### config.mk
export PLATFORM = sky130hd
export DESIGN_NAME = guard_timer
export DESIGN_NICKNAME = d
export VERILOG_FILES = /design/src/rtl/gtm_pkg.sv /design/src/rtl/gtm_datapath.sv /design/src/rtl/gtm_ctrl.sv /design/src/rtl/guard_timer.sv
export SDC_FILE = /design/constraint.sdc
export NUM_CORES = 1
export LEC_CHECK = 0
export BUFFER_PORTS_ARGS = -buffer_cell sky130_fd_sc_hd__buf_2
export CAP_MARGIN = 20
export CORE_ASPECT_RATIO = 0.9
export CORE_MARGIN = 8
export CORE_UTILIZATION = 41
export CTS_CLUSTER_DIAMETER = 60
export DETAILED_ROUTE_END_ITERATION = 8
export PLACE_DENSITY = 0.61
export RECOVER_POWER = 100
export SLEW_MARGIN = 20
export SYNTH_ARGS = -nofsm -noshare
export SYNTH_HDL_FRONTEND = slang
export SYNTH_SLANG_ARGS = --single-unit
### constraint.sdc
create_clock -name clk -period 5.5 [get_ports clk]
set_input_delay 0.825 -clock clk [delete_from_list [all_inputs] [get_ports clk]]
set_output_delay 0.825 -clock clk [all_outputs]
set_load 0.1 [all_outputs]
### src/rtl/gtm_pkg.sv
package gtm_pkg;
  localparam int CNT_W   = 12;
  localparam int DATA_W  = 32;
  localparam int ADDR_W  = 4;
  localparam logic [7:0] RESTART_KEY = 8'hA5;

  localparam logic [ADDR_W-1:0] CTRL_ADDR = 4'h0;
  localparam logic [ADDR_W-1:0] MODE_ADDR = 4'h4;
  localparam logic [ADDR_W-1:0] STAT_ADDR = 4'h8;

  localparam int WIN_LSB    = 16;
  localparam int IRQEN_BIT  = 12;
  localparam int RSTEN_BIT  = 13;
  localparam int CPUONLY_BIT = 14;
  localparam int DIS_BIT    = 15;
  localparam int DBGHLT_BIT = 28;
  localparam int IDLHLT_BIT = 29;

  localparam logic [DATA_W-1:0] MODE_RESET = 32'h3FFF_2FFF;

  typedef struct packed {
    logic tick;
    logic restart;
    logic load;
  } dpStrobe_t;
endpackage

### src/rtl/gtm_datapath.sv
module gtm_datapath
  import gtm_pkg::*;
#(
  parameter int CW = CNT_W
) (
  input  logic          clk,
  input  logic          rstN,
  input  dpStrobe_t     strb,
  input  logic [CW-1:0] reloadVal,
  input  logic [CW-1:0] windowVal,
  output logic [CW-1:0] cnt,
  output logic          ufEv,
  output logic          winEv
);
  localparam logic [CW-1:0] CNT_MAX = {CW{1'b1}};

  logic pending;
  logic validRst;
  logic reloadNow;

  assign validRst  = strb.restart && (cnt <= windowVal);
  assign winEv     = strb.restart && (cnt > windowVal) && !strb.load;
  assign reloadNow = pending || validRst;
  assign ufEv      = strb.tick && !strb.load && !reloadNow && (cnt == '0);

  always_ff @(posedge clk) begin
    if (!rstN) begin
      cnt     <= CNT_MAX;
      pending <= 1'b0;
    end else if (strb.load) begin
      cnt     <= reloadVal;
      pending <= 1'b0;
    end else if (strb.tick) begin
      pending <= 1'b0;
      if (reloadNow || cnt == '0) cnt <= reloadVal;
      else                        cnt <= cnt - 1'b1;
    end else if (validRst) begin
      pending <= 1'b1;
    end
  end


  cnt_hold_chk: assert property (@(posedge clk) disable iff (!rstN)
    (!strb.tick && !strb.load) |=> $stable(cnt));


  uf_reload_chk: assert property (@(posedge clk) disable iff (!rstN)
    ufEv |=> (cnt == $past(reloadVal)));


  win_keep_chk: assert property (@(posedge clk) disable iff (!rstN)
    (winEv && !strb.tick) |=> $stable(cnt));
endmodule

### src/rtl/gtm_ctrl.sv
module gtm_ctrl
  import gtm_pkg::*;
#(
  parameter int CW = CNT_W,
  parameter int DW = DATA_W,
  parameter int AW = ADDR_W
) (
  input  logic          clk,
  input  logic          rstN,
  input  logic          tickEn,
  input  logic          idleIn,
  input  logic          debugIn,
  input  logic          busSel,
  input  logic          busWrite,
  input  logic [AW-1:0] busAddr,
  input  logic [DW-1:0] busWdata,
  output logic [DW-1:0] busRdata,
  input  logic [CW-1:0] cnt,
  input  logic          ufEv,
  input  logic          winEv,
  output dpStrobe_t     strb,
  output logic [CW-1:0] reloadVal,
  output logic [CW-1:0] windowVal,
  output logic          faultIrq,
  output logic          sysRstReq,
  output logic          cpuRstReq
);
  localparam int PAD_W = DW - WIN_LSB - CW;

  logic [DW-1:0] modeReg;
  logic          locked;
  logic          ufFlag, winFlag;
  logic          wrMode, wrCtrl, rdStat, wrModeOk;
  logic          halted, fault;

  assign wrMode   = busSel && busWrite && (busAddr == MODE_ADDR);
  assign wrCtrl   = busSel && busWrite && (busAddr == CTRL_ADDR);
  assign rdStat   = busSel && !busWrite && (busAddr == STAT_ADDR);
  assign wrModeOk = wrMode && !locked;

  assign halted = (modeReg[IDLHLT_BIT] && idleIn) || (modeReg[DBGHLT_BIT] && debugIn);

  always_comb begin
    strb.load    = wrModeOk;
    strb.tick    = tickEn && !halted && !modeReg[DIS_BIT];
    strb.restart = wrCtrl && !modeReg[DIS_BIT]
                   && (busWdata[DW-1 -: 8] == RESTART_KEY) && busWdata[0];
  end

  assign reloadVal = wrModeOk ? busWdata[CW-1:0] : modeReg[CW-1:0];
  assign windowVal = modeReg[WIN_LSB +: CW];

  always_ff @(posedge clk) begin
    if (!rstN) begin
      modeReg <= MODE_RESET;
      locked  <= 1'b0;
    end else if (wrModeOk) begin
      modeReg <= busWdata;
      locked  <= 1'b1;
    end
  end

  always_ff @(posedge clk) begin
    if (!rstN) begin
      ufFlag  <= 1'b0;
      winFlag <= 1'b0;
    end else begin
      if (ufEv)        ufFlag <= 1'b1;
      else if (rdStat) ufFlag <= 1'b0;
      if (winEv)        winFlag <= 1'b1;
      else if (rdStat)  winFlag <= 1'b0;
    end
  end

  assign fault = ufEv || winEv;

  always_ff @(posedge clk) begin
    if (!rstN) begin
      sysRstReq <= 1'b0;
      cpuRstReq <= 1'b0;
    end else begin
      sysRstReq <= fault && modeReg[RSTEN_BIT] && !modeReg[CPUONLY_BIT];
      cpuRstReq <= fault && modeReg[RSTEN_BIT] &&  modeReg[CPUONLY_BIT];
    end
  end

  assign faultIrq = modeReg[IRQEN_BIT] && (ufFlag || winFlag);

  always_comb begin
    unique case (busAddr)
      MODE_ADDR: busRdata = modeReg;
      STAT_ADDR: busRdata = {{PAD_W{1'b0}}, cnt, {(WIN_LSB-2){1'b0}}, winFlag, ufFlag};
      default:   busRdata = '0;
    endcase
  end


  mode_once_chk: assert property (@(posedge clk) disable iff (!rstN)
    $past(locked) |-> $stable(modeReg));


  rst_route_chk: assert property (@(posedge clk) disable iff (!rstN)
    (sysRstReq || cpuRstReq) |-> ($past(fault) && $past(modeReg[RSTEN_BIT])));


  rst_excl_chk: assert property (@(posedge clk) disable iff (!rstN)
    !(sysRstReq && cpuRstReq));


  irq_cause_chk: assert property (@(posedge clk) disable iff (!rstN)
    $rose(faultIrq) |-> ($past(fault) || $past(wrModeOk)));
endmodule

### src/rtl/guard_timer.sv
module guard_timer
  import gtm_pkg::*;
(
  input  logic              clk,
  input  logic              rstN,
  input  logic              tickEn,
  input  logic              idleIn,
  input  logic              debugIn,
  input  logic              busSel,
  input  logic              busWrite,
  input  logic [ADDR_W-1:0] busAddr,
  input  logic [DATA_W-1:0] busWdata,
  output logic [DATA_W-1:0] busRdata,
  output logic              faultIrq,
  output logic              sysRstReq,
  output logic              cpuRstReq
);
  dpStrobe_t        strb;
  logic [CNT_W-1:0] cnt, reloadVal, windowVal;
  logic             ufEv, winEv;

  gtm_ctrl #(.CW(CNT_W), .DW(DATA_W), .AW(ADDR_W)) u_ctrl (
    .clk(clk), .rstN(rstN), .tickEn(tickEn), .idleIn(idleIn), .debugIn(debugIn),
    .busSel(busSel), .busWrite(busWrite), .busAddr(busAddr), .busWdata(busWdata),
    .busRdata(busRdata), .cnt(cnt), .ufEv(ufEv), .winEv(winEv), .strb(strb),
    .reloadVal(reloadVal), .windowVal(windowVal), .faultIrq(faultIrq),
    .sysRstReq(sysRstReq), .cpuRstReq(cpuRstReq)
  );

  gtm_datapath #(.CW(CNT_W)) u_dp (
    .clk(clk), .rstN(rstN), .strb(strb), .reloadVal(reloadVal),
    .windowVal(windowVal), .cnt(cnt), .ufEv(ufEv), .winEv(winEv)
  );
endmodule

# Word-level counts from Yosys, hierarchy flattened
# Index checks and enable logic that the tools add are counted.
# totals
register_bits	50
inputBits	43
word_cells	64
# op_classes
bitwise	1
n_reduce_logical	41
magnitude_cmp	2
n_mux	8
n_addsub	1
n_eq_ne	3
# op_table
operator	count
$pmux 32 s2	1
$mux 12	4
$logic_and 1x1->1	23
$gt 12x12->1	1
$le 12x12->1	1
$logic_not 12->1	1
$sub 12x1->12 const B	1
$eq 8x8->1 const B	1
$logic_not 1->1	7
$reduce_bool 2->1	3
$logic_or 1x1->1	5
$eq 4x3->1 const B	1
$eq 4x4->1 const B	1
$logic_not 4->1	1
$mux 1	3
$reduce_or 3->1	1
$not 1->1	1

# Depth between registers and ports, before layout
# logic_depth
word_depth	13
mapped_depth	12
ltp_nobuf	10

# Modules after synthesis
# A second synthesis with hierarchy kept.
# hier_totals
cells_unflattened	398
area_unflattened_um2	3460.8
# modules_own_cells
module	instances	cells_each	seq_area_each_um2	area_each_um2
gtm_ctrl	1	230	740.7	2199.6
gtm_datapath	1	168	260.2	1261.2

# Worst setup path before layout
# No wires, ideal clock.
# synth_timing
path_type	input -> output
start	input port busAddr[1]
end	output port busRdata[19]
path_buffers	1
cell_stages	4
arrival_time_ns	3.454
path_slack_ns	1.221
path_cell_list	nor3_1 -> nand2_1 -> clkbuf_1 -> o21ai_0
# synth_between
elab_chain_cells	2
word_cells_on_any_way	3
classes_between	eq/ne: 2; mux: 1
# synth_rtl
element	line_no	source
start, declared	guard_timer.sv:11	input logic [ADDR_W-1:0] busAddr,
$eq 4x4->1 or $eq 4x3->1 (tied branches)	gtm_ctrl.sv:90	unique case (busAddr)
$pmux 32 s2 (*)	gtm_ctrl.sv:90	
end, declared	guard_timer.sv:13	output logic [DATA_W-1:0] busRdata,
# Every way passes the cells marked *; elsewhere a longest branch is shown, timed or not.

# Final worst setup path
# layout_timing
start	input port busAddr[1]
end	output port busRdata[27]
# The elaborated chain is that of the path after synthesis.

==> metrics.md <==
| Metric | Value |
|---|---|
| Syn. warnings | 0 |
| Number of cell rows | 28 |
| Initial DRT Pass Iterations | 4 |
| FF-to-FF path depth | 9 |
| Distinct cells, synth | 47 |
| Slew Viols, Final | 0 |
| DRC Markers | 0 |
| Drt total wl | 8.269 mm |
| Post-DP HPWL | 6.153 mm |
| R2r setup slk | 2.63 ns |
| Final min period | 4.262 ns |
| Register area share after synthesis | 35.99% |
| Critical path endpoint category | output port |
| Syn_nets | 426 |
| Status | complete, no violations |
| CTS tree | yes |
| Cts hold-fix bufs | 0 |
| Layout cells sized above 1 | 12.79% |
| Yosys reg bits | 50 |
| Cells after synthesis | 369 |
| Maximum vdd drop | 0.1516 mV |
| Starting density of the core | 42.23% |
| Post CTS Setup Buffer Count | 0 |
| Commonest cells in the synthesized netlist | nand2_1 (79), dfxtp_1 (50), a21oi_1 (20), and3_1 (20) |
| Share of the synthesized area in the top cell type | 35.99% |
| Max-Slew Margin vs Limit | 21.23% |
| WL met1 | 3.932 mm |
| Width of the die | 102.8 µm |
| Fin. Hold Viols | 0 |
| Core ar. | 6586 µm² |
| Critical Path AT | 3.44 ns |
| Gpl congestion | 0.7855 |
| Latest clock arrival within the worst-skew pair | 0.31 ns |
| GRT overflow | 0 |
| Worst R2R End | u_dp.cnt[2] |
| Antenna violations before repair | 0 |
| CP Max Fanout | 20 |
| CTS Buf Count | 5 |
| Layout overhead on the synthesized area | 18.31% |
| Period Utilization, post-route | 77.49% |
| Die ar. | 9679 µm² |
| Largest cells by area after synthesis | dfxtp_1 (36%), nand2_1 (11%), ha_1 (6.3%), and3_1 (4.5%), o211ai_1 (3.8%) |
| Port bufs | 77 |
| Largest net degree at the start of global routing | 49 |
| Max_cap viols | 0 |
| GRT Overall Usage | 17.67% |
| DR top layer | met4 |
| Clock skew | 0.01095 ns |
| Number of antenna diodes | 0 |
| Root Buffer | clkbuf_8 |
| Hold_ws | 0.4480 ns |
| F_max | 234.6 MHz |
| Syn_area_per_cell | 7.538 µm² |
| Power Density | 235.3 nW/µm² |
| Mapped Area | 2781 µm² |
| Count leader, synth | nand2_1 |
| Initial DRC count | 138 |
| Leakage power | 1.509 nW |
| Area after DPL | 3243 µm² |
| Die Span Y | 94.14 µm |
| Slew @ Worst Pin | 1.187 ns |
| Critical Path Source | busAddr[1] |
| Post-CTS resize count | 0 |
| Startpoint types | input port |
| IO Count | 78 |
| Final #Nets | 494 |
| Vias in the first global route | 2743 |
| Cell taking the most area after synthesis | dfxtp_1 |
| Routed wl met3 | 435 µm |
| Post-synthesis async set-or-reset flop share | 0% |
| Final setup fails | 0 |
| Min-Delay Path Class | flop to flop |
| Antenna-violating nets left | 0 |
| Final core occ | 49.96% |
| CTS clock-pin slew for the worst setup and hold paths | 0.09 ns |
| Number of flops mapped to enable cells by yosys | 0 |
| Total number of vias | 2834 |
| Routed wire length per instance | 15.66 µm |
| CTS Sinks | 50 |
| Final setup TNS | 0 ns |
| Fill count | 756 |
| First-pass GRT wire length | 13.61 mm |
| RSZ-0062 raised after global routing | false |
| CTS max path bufs | 2 |
| Dominant synthesized flop cell | dfxtp_1 |
| Met2 wire length | 3.810 mm |
| Reg-to-Reg Start | u_dp.cnt[1] |
| Power Total | 0.0007745 W |
| H-Tree Depth | 2 |
| WP data required | 4.68 ns |
| Worst Setup EP | busRdata[27] |
| Cell area after layout | 3291 µm² |
| Kind of critical path | input port to output port |
| Via density per instance | 5.367 |
where the power goes:
group | internal (W) | switching, W | leakage, nW | total, W
registers | 0.000367 | 0.00000679 | 0.406 | 0.000374
clock network | 0.000136 | 0.000127 | 0.0585 | 0.000263
logic | 0.0000368 | 0.000101 | 1.05 | 0.000138
area by class of cell:
type | instances | area (µm²) | area share, %
sequential | 50 | 1001 | 30.42
timing repair buffer | 82 | 367.9 | 11.18
inverter | 18 | 67.56 | 2.053
clock buffer | 5 | 68.82 | 2.091
clock inverter | 3 | 43.79 | 1.331
multi-input combinational | 280 | 1629 | 49.51
tap | 90 | 112.6 | 3.422
worst max-delay path: stages:
cell      delay, ns
clkbuf_1       0.09
nor3_1         0.18
clkbuf_1       0.64
nand2_1        0.47
o21ai_0        0.33
clkbuf_1       0.89
worst min-delay path by stage:
stage / start / slack [ns] / to / cells after the start
floorplan: u_ctrl.modeReg[14] / 0.41 / u_ctrl.sysRstReq / 1
global placement: u_ctrl.modeReg[14] / 0.43 / u_ctrl.sysRstReq / 1
detailed placement: u_ctrl.modeReg[14] / 0.43 / u_ctrl.sysRstReq / 1
CTS: u_ctrl.modeReg[14] / 0.46 / u_ctrl.sysRstReq / 1
global route: u_ctrl.modeReg[2] / 0.49 / u_ctrl.modeReg[2] / 2
finish: u_ctrl.modeReg[14] / 0.45 / u_ctrl.sysRstReq / 1
metrics by stage:
step           cells  worst slack [ns]
6_report         528             1.238
2_1_floorplan    369             1.221
4_1_cts          528             2.234
5_1_grt          528             1.053
3_3_place_gp     520             2.272
3_5_place_dp     520             2.241
state kept, by name (all words and copies together) (netlist names):
register	flops
u_ctrl.cpuRstReq	1
u_ctrl.winFlag	1
u_ctrl.locked	1
u_dp.pending	1
u_ctrl.sysRstReq	1
u_ctrl.modeReg	32
u_ctrl.ufFlag	1
u_dp.cnt	12
layer usage:
| metal | GRT usage [%] | up-vias |
|---|---|---|
| met4 | 4.934 | 0 |
| met3 | 3.407 | 9 |
| met1 | 23.29 | 1308 |
| li1 | - | 1446 |
| met2 | 28.54 | 71 |
| met5 | 0 | - |
layout by cell type (no fill, tap or decap), types with 3 or more instances in the layout:
| cell | count |
|---|---|
| o21a_1 | 3 |
| nor4_1 | 4 |
| nand4_1 | 6 |
| or3_1 | 6 |
| clkbuf_8 | 5 |
| and3_1 | 20 |
| a22o_1 | 3 |
| o21ai_1 | 4 |
| a21boi_0 | 9 |
| nand2_1 | 79 |
| nor3_1 | 7 |
| clkbuf_1 | 38 |
| nor2_1 | 18 |
| a31oi_1 | 4 |
| nand3_1 | 16 |
| ha_1 | 14 |
| inv_1 | 18 |
| a21oi_1 | 20 |
| nor2b_1 | 5 |
| dfxtp_1 | 50 |
| xnor2_1 | 3 |
| buf_2 | 42 |
| o21ai_0 | 17 |
| o211ai_1 | 14 |
kinds of logic after synthesis:
logic type	after synthesis	synth area share, %
adder cells (fa/ha/maj)	14	6.298
multiplexers	2	0.7198
AND/OR/NAND/NOR	174	30.14
XOR/XNOR	3	0.9448
buffers and inverters	39	5.668
flip-flops	50	35.99
AO/OA/AOI/OAI	87	20.24
No activity file was read; power rests on OpenSTA's default activity.
